## src/rtl/spi_stat_pkg.sv

```systemverilog
package spi_stat_pkg;
  // register byte offsets
  localparam logic [7:0] OFF_STAT = 8'h0C;
  localparam logic [7:0] OFF_EN   = 8'h10;
  localparam logic [7:0] OFF_THR  = 8'h14;
  localparam logic [7:0] OFF_WC   = 8'h18;

  // status bit positions
  localparam int ST_PEND = 0;
  localparam int ST_DONE = 1;
  localparam int ST_TXTH = 2;
  localparam int ST_RXTH = 3;
  localparam int ST_TXUF = 4;
  localparam int ST_RXOF = 5;
  localparam int ST_W    = 6;
  localparam int EN_W    = ST_W - 1;

  // enable bit k guards status bit k+1
  function automatic logic [ST_W-1:0] en_to_stat(input logic [EN_W-1:0] en);
    return {en, 1'b0};
  endfunction

  function automatic logic tx_below(input logic [3:0] lvl, input logic [3:0] thr);
    return lvl < thr;
  endfunction

  function automatic logic rx_above(input logic [3:0] lvl, input logic [3:0] thr);
    return lvl > thr;
  endfunction
endpackage

```

## src/rtl/spi_stat_sticky.sv

```systemverilog
module spi_stat_sticky #(
  parameter int N = 5
) (
  input  logic         clk,
  input  logic         rst_n,
  input  logic [N-1:0] set_i,
  input  logic [N-1:0] clr_i,
  output logic [N-1:0] q_o
);
  for (genvar i = 0; i < N; i++) begin : g_bit
    always_ff @(posedge clk or negedge rst_n) begin
      if (!rst_n)        q_o[i] <= 1'b0;
      else if (set_i[i]) q_o[i] <= 1'b1;
      else if (clr_i[i]) q_o[i] <= 1'b0;
    end

    assert_set_wins_R5: assert property (@(posedge clk) disable iff (!rst_n)
      set_i[i] |=> q_o[i]);
    assert_hold_R4: assert property (@(posedge clk) disable iff (!rst_n)
      (q_o[i] && !clr_i[i]) |=> q_o[i]);
    assert_clear_R4: assert property (@(posedge clk) disable iff (!rst_n)
      (clr_i[i] && !set_i[i]) |=> !q_o[i]);
  end
endmodule

```

## src/rtl/spi_lvl_cmp.sv

```systemverilog
module spi_lvl_cmp #(
  parameter int LVL_W = 4
) (
  input  logic [LVL_W-1:0] tx_level_i,
  input  logic [LVL_W-1:0] rx_level_i,
  input  logic [LVL_W-1:0] tx_thr_i,
  input  logic [LVL_W-1:0] rx_thr_i,
  output logic             tx_hit_o,
  output logic             rx_hit_o
);
  import spi_stat_pkg::*;
  always_comb begin
    tx_hit_o = tx_below(4'(tx_level_i), 4'(tx_thr_i));
    rx_hit_o = rx_above(4'(rx_level_i), 4'(rx_thr_i));
  end
endmodule

```

## src/rtl/spi_irq_mask.sv

```systemverilog
module spi_irq_mask
  import spi_stat_pkg::*;
(
  input  logic            clk,
  input  logic            rst_n,
  input  logic [ST_W-1:0] stat_i,
  input  logic [EN_W-1:0] en_i,
  output logic            irq_o
);
  logic [ST_W-1:0] gate;
  always_comb begin
    gate  = en_to_stat(en_i);
    irq_o = |(stat_i & gate);
  end

  assert_quiet_R9: assert property (@(posedge clk) disable iff (!rst_n)
    (stat_i[ST_W-1:1] == '0) |-> !irq_o);
  assert_masked_R8: assert property (@(posedge clk) disable iff (!rst_n)
    (en_i == '0) |-> !irq_o);
endmodule

```

## src/rtl/spi_stat_irq.sv

```systemverilog
module spi_stat_irq
  import spi_stat_pkg::*;
#(
  parameter int AW    = 8,
  parameter int DW    = 32,
  parameter int LVL_W = 4
) (
  input  logic             clk,
  input  logic             rst_n,
  input  logic             reg_wr,
  input  logic [AW-1:0]    reg_addr,
  input  logic [DW-1:0]    reg_wdata,
  output logic [DW-1:0]    reg_rdata,
  input  logic             xfer_busy,
  input  logic             evt_done,
  input  logic             evt_tx_under,
  input  logic             evt_rx_over,
  input  logic [LVL_W-1:0] tx_level,
  input  logic [LVL_W-1:0] rx_level,
  output logic             irq
);
  localparam int THR_W = 2 * LVL_W;
  localparam int NS    = ST_W - 1;

  logic            sel_stat, sel_en, sel_thr, sel_wc;
  logic            wr_stat, wr_en, wr_thr;
  logic [EN_W-1:0] en_q;
  logic [THR_W-1:0] thr_q;
  logic            tx_hit, rx_hit;
  logic [NS-1:0]   sticky_set, sticky_clr, sticky_q;
  logic [ST_W-1:0] stat_word;

  always_comb begin
    sel_stat = reg_addr == AW'(OFF_STAT);
    sel_en   = reg_addr == AW'(OFF_EN);
    sel_thr  = reg_addr == AW'(OFF_THR);
    sel_wc   = reg_addr == AW'(OFF_WC);
    wr_stat  = reg_wr && sel_stat;
    wr_en    = reg_wr && sel_en;
    wr_thr   = reg_wr && sel_thr;
  end

  always_ff @(posedge clk or negedge rst_n) begin
    if (!rst_n) begin
      en_q  <= '0;
      thr_q <= '0;
    end else begin
      if (wr_en)  en_q  <= reg_wdata[EN_W-1:0];
      if (wr_thr) thr_q <= reg_wdata[THR_W-1:0];
    end
  end

  spi_lvl_cmp #(.LVL_W(LVL_W)) u_cmp (
    .tx_level_i (tx_level),
    .rx_level_i (rx_level),
    .tx_thr_i   (thr_q[THR_W-1:LVL_W]),
    .rx_thr_i   (thr_q[LVL_W-1:0]),
    .tx_hit_o   (tx_hit),
    .rx_hit_o   (rx_hit)
  );

  // sticky vector index k holds status bit k+1
  always_comb begin
    sticky_set = '0;
    sticky_set[ST_DONE-1] = evt_done;
    sticky_set[ST_TXTH-1] = tx_hit;
    sticky_set[ST_RXTH-1] = rx_hit;
    sticky_set[ST_TXUF-1] = evt_tx_under;
    sticky_set[ST_RXOF-1] = evt_rx_over;
    sticky_clr = wr_stat ? reg_wdata[ST_W-1:1] : '0;
  end

  spi_stat_sticky #(.N(NS)) u_sticky (
    .clk   (clk),
    .rst_n (rst_n),
    .set_i (sticky_set),
    .clr_i (sticky_clr),
    .q_o   (sticky_q)
  );

  assign stat_word = {sticky_q, xfer_busy};

  spi_irq_mask u_mask (
    .clk    (clk),
    .rst_n  (rst_n),
    .stat_i (stat_word),
    .en_i   (en_q),
    .irq_o  (irq)
  );

  always_comb begin
    reg_rdata = '0;
    if (sel_stat)     reg_rdata[ST_W-1:0]  = stat_word;
    else if (sel_en)  reg_rdata[EN_W-1:0]  = en_q;
    else if (sel_thr) reg_rdata[THR_W-1:0] = thr_q;
    else if (sel_wc)  reg_rdata[THR_W-1:0] = {tx_level, rx_level};
  end

  assert_pend_R2: assert property (@(posedge clk) disable iff (!rst_n)
    sel_stat |-> (reg_rdata[ST_PEND] == xfer_busy && reg_rdata[DW-1:ST_W] == '0));
  assert_unmapped_R11: assert property (@(posedge clk) disable iff (!rst_n)
    !(sel_stat || sel_en || sel_thr || sel_wc) |-> reg_rdata == '0);
  assert_en_hold_R11: assert property (@(posedge clk) disable iff (!rst_n)
    !wr_en |=> $stable(en_q));
  assert_event_R3: assert property (@(posedge clk) disable iff (!rst_n)
    evt_rx_over |=> sticky_q[ST_RXOF-1]);
endmodule

```

## config.mk

```make
export PLATFORM = sky130hd
export DESIGN_NAME = spi_stat_irq
export DESIGN_NICKNAME = d
export VERILOG_FILES = /design/src/rtl/spi_stat_pkg.sv /design/src/rtl/spi_stat_sticky.sv /design/src/rtl/spi_lvl_cmp.sv /design/src/rtl/spi_irq_mask.sv /design/src/rtl/spi_stat_irq.sv
export SDC_FILE = /design/constraint.sdc
export NUM_CORES = 1
export LEC_CHECK = 0
export BUFFER_PORTS_ARGS = -buffer_cell sky130_fd_sc_hd__buf_2
export CORE_ASPECT_RATIO = 0.5
export CORE_UTILIZATION = 38
export CTS_BUF_LIST = sky130_fd_sc_hd__clkbuf_16
export DETAILED_ROUTE_END_ITERATION = 10
export GPL_ROUTABILITY_DRIVEN = 1
export GPL_TIMING_DRIVEN = 0
export MAX_ROUTING_LAYER = met4
export PLACE_DENSITY_LB_ADDON = 0.25
export SETUP_SLACK_MARGIN = 0.02
export SLEW_MARGIN = 20
export SYNTH_ARGS = -nofsm -noshare
export SYNTH_HDL_FRONTEND = slang
export SYNTH_HIERARCHICAL = 1
export SYNTH_SLANG_ARGS = --single-unit
```

## constraint.sdc

```tcl
create_clock -name clk -period 6.1 [get_ports clk]
set_input_delay 1.83 -clock clk [delete_from_list [all_inputs] [get_ports clk]]
set_output_delay 1.83 -clock clk [all_outputs]
set_load 0.05 [all_outputs]
```

==> results of run 1 <==
## synthesized netlist by cell type
cell type	count
buf_6	1
nand2b_1	1
dfrtp_1	18
nand4b_1	3
a22oi_1	3
o21a_1	1
conb_1	1
and3b_1	12
a21o_1	5
or2_2	1
mux2_2	18
and2_1	5
a222oi_1	1
nand4bb_1	1
or4_4	1
clkbuf_1	4
and4_1	1
inv_1	12
a21oi_1	10
nor3_1	1
nor3b_1	2
nor2b_1	4
ha_1	7
buf_4	24
o21ai_0	6
o211ai_1	1
nor3_4	2
nand2_1	7
## kinds of logic after synthesis
kind of cell | after synthesis | share of synthesized area, %
buffers and inverters | 41 | 17.1
AND/OR/NAND/NOR | 41 | 21.1
AO/OA/AOI/OAI | 27 | 11.2
multiplexers | 18 | 13.8
flip-flops | 18 | 30.6
adder cells (fa/ha/maj) | 7 | 5.95
other | 1 | 0.255
## layout make-up
class / count / share of cell area [%]
repair buffers: 39 / 10.3
inverters: 12 / 2.38
clock inverters: 1 / 0.198
plain buffers: 29 / 10.9
clock buffers: 3 / 3.96
well taps: 51 / 3.37
multi-input cells: 117 / 45.1
flip-flops and latches: 18 / 23.8
## worst register-to-register path: stages, from the launching register on
cell and delay (ns):
dfrtp_1 0.37, inv_1 0.06, ha_1 0.28, nor2b_1 0.13, o211ai_1 0.15, a21oi_1 0.11
a21o_1 0.16
## through the flow
stage          cells  worst slack [ns]
4_1_cts          270             0.837
3_3_place_gp     266             0.860
2_1_floorplan    176             0.286
3_5_place_dp     266             0.846
6_report         270             0.834
5_1_grt          270             0.719
## path summary, 6_finish.rpt
kind                       slack [ns]               to            start
setup / recovery                 0.83     reg_rdata[6]      reg_addr[0]
min in group asynchronous        1.51         thr_q[6]            rst_n
hold reg to reg                  0.50  u_sticky/q_o[2]  u_sticky/q_o[2]
hold / removal                   0.50  u_sticky/q_o[2]  u_sticky/q_o[2]
max in group asynchronous        4.31         thr_q[3]            rst_n
setup reg to reg                 4.75  u_sticky/q_o[2]         thr_q[1]
## power groups by stage
stage | Sequential [W] | Combinational, W | Clock [W]
after detailed placement | 0.000129 | 0.0000976 | 0
after CTS | 0.000127 | 0.0000978 | 0.000133
final | 0.000127 | 0.0000983 | 0.000130
after floorplan | 0.000128 | 0.0000753 | 0
after global routing | 0.000128 | 0.000105 | 0.000139
after global placement | 0.000129 | 0.0000966 | 0
## routing by layer
metal / up-vias / routed length, µm
li1: 617 / -
met1: 579 / 1650
met2: 50 / 1450
met3: 5 / 241
met4: 0 / 35
met5: - / 0
## registers in the layout, summed over array words and instances (netlist names)
signal and flops:
en_q 5, u_sticky/q_o 5, thr_q 8
==> results.sh, run 1 <==
export IMPL_maxSlewHeadroom_pct=57.6
export IMPL_cp_depth=6
export IMPL_syn_avg_cell_area_um2=9.62
export IMPL_clkPwrFrac_pct=36.6
export IMPL_ant_nets=0
export IMPL_fin_util_pct=53.2
export IMPL_comb_power_share_pct=27.6
export IMPL_path_cells="buf_2 -> or4_4 -> or2_2 -> buf_6 -> nor3b_1 -> buf_2"
export IMPL_grt_pass1_wl_um=5130
export IMPL_post_cts_buffers=0
export IMPL_use_met3_pct=5.00
export IMPL_synth_area_mm2=0.00147
export IMPL_tns_ns=0
export IMPL_diodes=0
export IMPL_dp_hpwl_um=2680
export IMPL_finalHoldViolations=0
export IMPL_hp_class="flop to flop"
export IMPL_switching_share_pct=31.0
export IMPL_ios=88
export IMPL_cts_buffers=3
export IMPL_critPathRequiredTime_ns=4.27
export IMPL_cts_resized=0
export IMPL_path_delay_family="simple AND/OR/NAND/NOR gates"
export IMPL_routabilityCongestion=0.815
export IMPL_nNetsFinal=282
export IMPL_core_mm2=0.00357
export IMPL_p_total_w=0.000356
export IMPL_drt_initial_drc_count=46
export IMPL_leakage_nw=0.984
export IMPL_ys_ff_latch=18
export IMPL_yosysSeqAreaShare_pct=30.6
export IMPL_slowest_stage="or4_4"
export IMPL_regArea_um2=450
export IMPL_path_class="primary input to output pin"
export IMPL_drc=0
export IMPL_crit_buf_inv=3
export IMPL_clk_pin_slew_ns=0.05
export IMPL_synth_distinct_cells=28
export IMPL_row_count=15
export IMPL_endpoint_kind="output pin"
export IMPL_slowest_delay_ns=0.58
export IMPL_wirelength_um=3380
export IMPL_crit_arrival_ns=3.44
export IMPL_insertion_delay_ns=0.25
export IMPL_multi_input_area_um2=856
export IMPL_crit_fanout=8
export IMPL_antenna_found_initial=0
export IMPL_r2r_cells=6
export IMPL_fin_crit_ns=5.27
export IMPL_initial_core_util_pct=41.3
export IMPL_die_w_um=90
export IMPL_post_route_period_util_pct=86.3
export IMPL_cts_tree="built"
export IMPL_maxCapViolCount=0
export IMPL_cts_htree_levels=1
export IMPL_start_kind="primary input"
export IMPL_grt_max_degree=19
export IMPL_io_buffers=39
export IMPL_grt_overflow=0
export IMPL_final_cell_mix="39 x buf_2, 24 x buf_4, 24 x conb_1, 18 x mux2_2, 18 x dfrtp_1"
export IMPL_rsz0062_at_grt="false"
export IMPL_top_usage_layer="met2"
export IMPL_power_density_mw_per_mm2=188
export IMPL_status="finished clean"
export IMPL_timing_max_transition_violations_final=0
export IMPL_final_cell_area_mm2=0.00190
export IMPL_via_count=1251
export IMPL_drt_pass1_iter_count=4
export IMPL_peakVddDrop_uv=238
export IMPL_grt_met2_usage_pct=26.4
export IMPL_layout_commonest_cell="buf_2"
export IMPL_area_delta_synth_final_pct=28.8
export IMPL_synth_top_area_cell="dfrtp_1"
export IMPL_clockBufferDepth=2
export IMPL_die_h_um=46
export IMPL_finalClockSkew_ns=0.000665
export IMPL_setup_viol=0
export IMPL_cts_hold_buf=0
export IMPL_yosys_top_cells_area="dfrtp_1 31%, mux2_2 14%, buf_4 12%, and3b_1 7.1%, ha_1 6.0%"
export IMPL_drive_gt1_share_pct=40.6
export IMPL_die_area_mm2=0.00414
export IMPL_power_switching_w=0.000111
export IMPL_dpl_cell_area_mm2=0.00182
export IMPL_synthCells=153
export IMPL_grtUsageTotal_pct=17.1
export IMPL_holdPathStages=1
export IMPL_final_fill_count=322
export IMPL_yosys_warnings=6
export IMPL_whs_ns=0.505
export IMPL_synth_top_cell_area_share_pct=30.6
export IMPL_clock_root_buffer="clkbuf_16"
export IMPL_avgRoutedWirePerCell_um=12.5
export IMPL_worst_pin_slew_ns=0.631
export IMPL_cpMostUsedCell="buf_2"
export IMPL_max_freq_mhz=190
export IMPL_power_internal_w=0.000246
export IMPL_via_per_inst=4.63
export IMPL_clock_sinks=18
export IMPL_met1_usage_pct=22.0
export IMPL_grt_pass1_vias=1021
export IMPL_p_seq_share_pct=35.8
Note: power is estimated with default switching activity, not from simulation.
==> inputs of run 2 (changes only) <==
--- a/config.mk
+++ b/config.mk
@@ -5,7 +5,7 @@
 export SDC_FILE = /design/constraint.sdc
 export NUM_CORES = 1
 export LEC_CHECK = 0
-export BUFFER_PORTS_ARGS = -buffer_cell sky130_fd_sc_hd__buf_2
+export BUFFER_PORTS_ARGS = -buffer_cell sky130_fd_sc_hd__clkbuf_2
 export CORE_ASPECT_RATIO = 0.5
 export CORE_UTILIZATION = 38
 export CTS_BUF_LIST = sky130_fd_sc_hd__clkbuf_16
==> results.sh, run 2 (synthesis results as in run 1) <==
export IMPL_status="finished clean"
export IMPL_dp_hpwl_um=2660
export IMPL_grt_pass1_wl_um=5310
export IMPL_largestRegisters="thr_q (8), en_q (5), u_sticky/q_o (5)"
export IMPL_post_route_period_util_pct=85.9
export IMPL_routabilityCongestion=0.811
export IMPL_diodes=0
export IMPL_leakage_nw=0.983
export IMPL_setup_viol=0
export IMPL_timing_max_transition_violations_final=0
export IMPL_maxSlewHeadroom_pct=49.3
export IMPL_final_cell_mix="39 x clkbuf_2, 24 x buf_4, 24 x conb_1, 18 x mux2_2, 18 x dfrtp_1"
export IMPL_clock_sinks=18
export IMPL_largest_reg_flops=8
export IMPL_switching_share_pct=30.9
export IMPL_layout_commonest_cell="clkbuf_2"
export IMPL_die_h_um=46
export IMPL_cts_tree="built"
export IMPL_die_area_mm2=0.00414
export IMPL_post_cts_buffers=0
export IMPL_cts_resized=0
export IMPL_drive_gt1_share_pct=40.6
export IMPL_row_count=15
export IMPL_nNetsFinal=282
export IMPL_grtUsageTotal_pct=17.2
export IMPL_wirelength_um=3340
export IMPL_start_kind="primary input"
export IMPL_drt_initial_drc_count=26
export IMPL_slowest_delay_ns=0.58
export IMPL_whs_ns=0.514
export IMPL_finalClockSkew_ns=0.000506
export IMPL_io_buffers=39
export IMPL_cpMostUsedCell="clkbuf_2"
export IMPL_slowest_stage="or4_4"
export IMPL_crit_fanout=8
export IMPL_insertion_delay_ns=0.24
export IMPL_fin_crit_ns=5.24
export IMPL_path_cells="clkbuf_2 -> or4_4 -> or2_2 -> buf_6 -> nor3b_1 -> clkbuf_2"
export IMPL_finalHoldViolations=0
export IMPL_clkPwrFrac_pct=36.5
export IMPL_die_w_um=90
export IMPL_power_internal_w=0.000246
export IMPL_avgRoutedWirePerCell_um=12.4
export IMPL_core_mm2=0.00357
export IMPL_rsz0062_at_grt="false"
export IMPL_top_register="thr_q"
export IMPL_via_count=1238
export IMPL_grt_max_degree=19
export IMPL_critPathRequiredTime_ns=4.27
export IMPL_tns_ns=0
export IMPL_cts_buffers=3
export IMPL_power_switching_w=0.000110
export IMPL_grt_pass1_vias=1086
export IMPL_initial_core_util_pct=41.3
export IMPL_antenna_found_initial=0
export IMPL_endpoint_kind="output pin"
export IMPL_crit_arrival_ns=3.41
export IMPL_comb_power_share_pct=27.7
export IMPL_drc=0
export IMPL_clockBufferDepth=2
export IMPL_peakVddDrop_uv=154
export IMPL_clk_pin_slew_ns=0.05
export IMPL_max_freq_mhz=191
export IMPL_path_class="primary input to output pin"
export IMPL_drt_pass1_iter_count=4
export IMPL_via_per_inst=4.59
export IMPL_ios=88
export IMPL_ant_nets=0
export IMPL_crit_buf_inv=3
export IMPL_cts_htree_levels=1
export IMPL_area_delta_synth_final_pct=28.8
export IMPL_pre_cts_ws_ns=0.855
export IMPL_clock_root_buffer="clkbuf_16"
export IMPL_worst_pin_slew_ns=0.755
export IMPL_path_delay_family="simple AND/OR/NAND/NOR gates"
export IMPL_cts_hold_buf=0
export IMPL_grt_overflow=0
export IMPL_p_seq_share_pct=35.9
export IMPL_fin_ws_ns=0.860
export IMPL_hp_class="flop to flop"
export IMPL_maxCapViolCount=0
export IMPL_power_density_mw_per_mm2=187
[run 2: layout make-up]
class	instances	area (µm²)
clock inverter	1	3.75
tap	51	63.8
timing repair buffer	39	195
buffer	29	206
sequential	18	450
clock buffer	3	75.1
multi-input combinational	117	856
fill	312	1670
inverter	12	45.0
[run 2: metrics by stage]
step	util, %	instance area [µm²]	cells	total power (W)
global route	53.2	1900	270	0.000372
floorplan	-	1560	176	0.000203
finish	53.2	1900	270	0.000355
global placement	50.9	1820	266	0.000226
CTS	53.2	1900	270	0.000359
detailed placement	50.9	1820	266	0.000227
[run 2: power groups by stage]
stage	logic (W)	registers, W	clock network [W]
4_1_cts	0.0000977	0.000127	0.000134
2_1_floorplan	0.0000753	0.000128	0
3_3_place_gp	0.0000965	0.000129	0
5_1_grt	0.000105	0.000128	0.000139
6_report	0.0000982	0.000127	0.000130
3_5_place_dp	0.0000973	0.000129	0
[run 2: final timing paths]
path,slack [ns],end,cells after the start,start
max in group asynchronous,4.28,thr_q[3],1,rst_n
worst max-delay path,0.86,reg_rdata[6],6,reg_addr[0]
worst min register to register,0.51,u_sticky/q_o[2],1,u_sticky/q_o[2]
min in group asynchronous,1.52,thr_q[6],1,rst_n
worst min-delay path,0.51,u_sticky/q_o[2],1,u_sticky/q_o[2]
worst max register to register,4.76,u_sticky/q_o[2],6,thr_q[1]
[run 2: per-layer routing]
layer  vias up  wire [µm]  GRT usage (%)
met5         -          0              -
met4         0         15           3.55
met3         2        207           3.67
met2        45       1470           28.5
met1       574       1650           22.1
li1        617          -              -
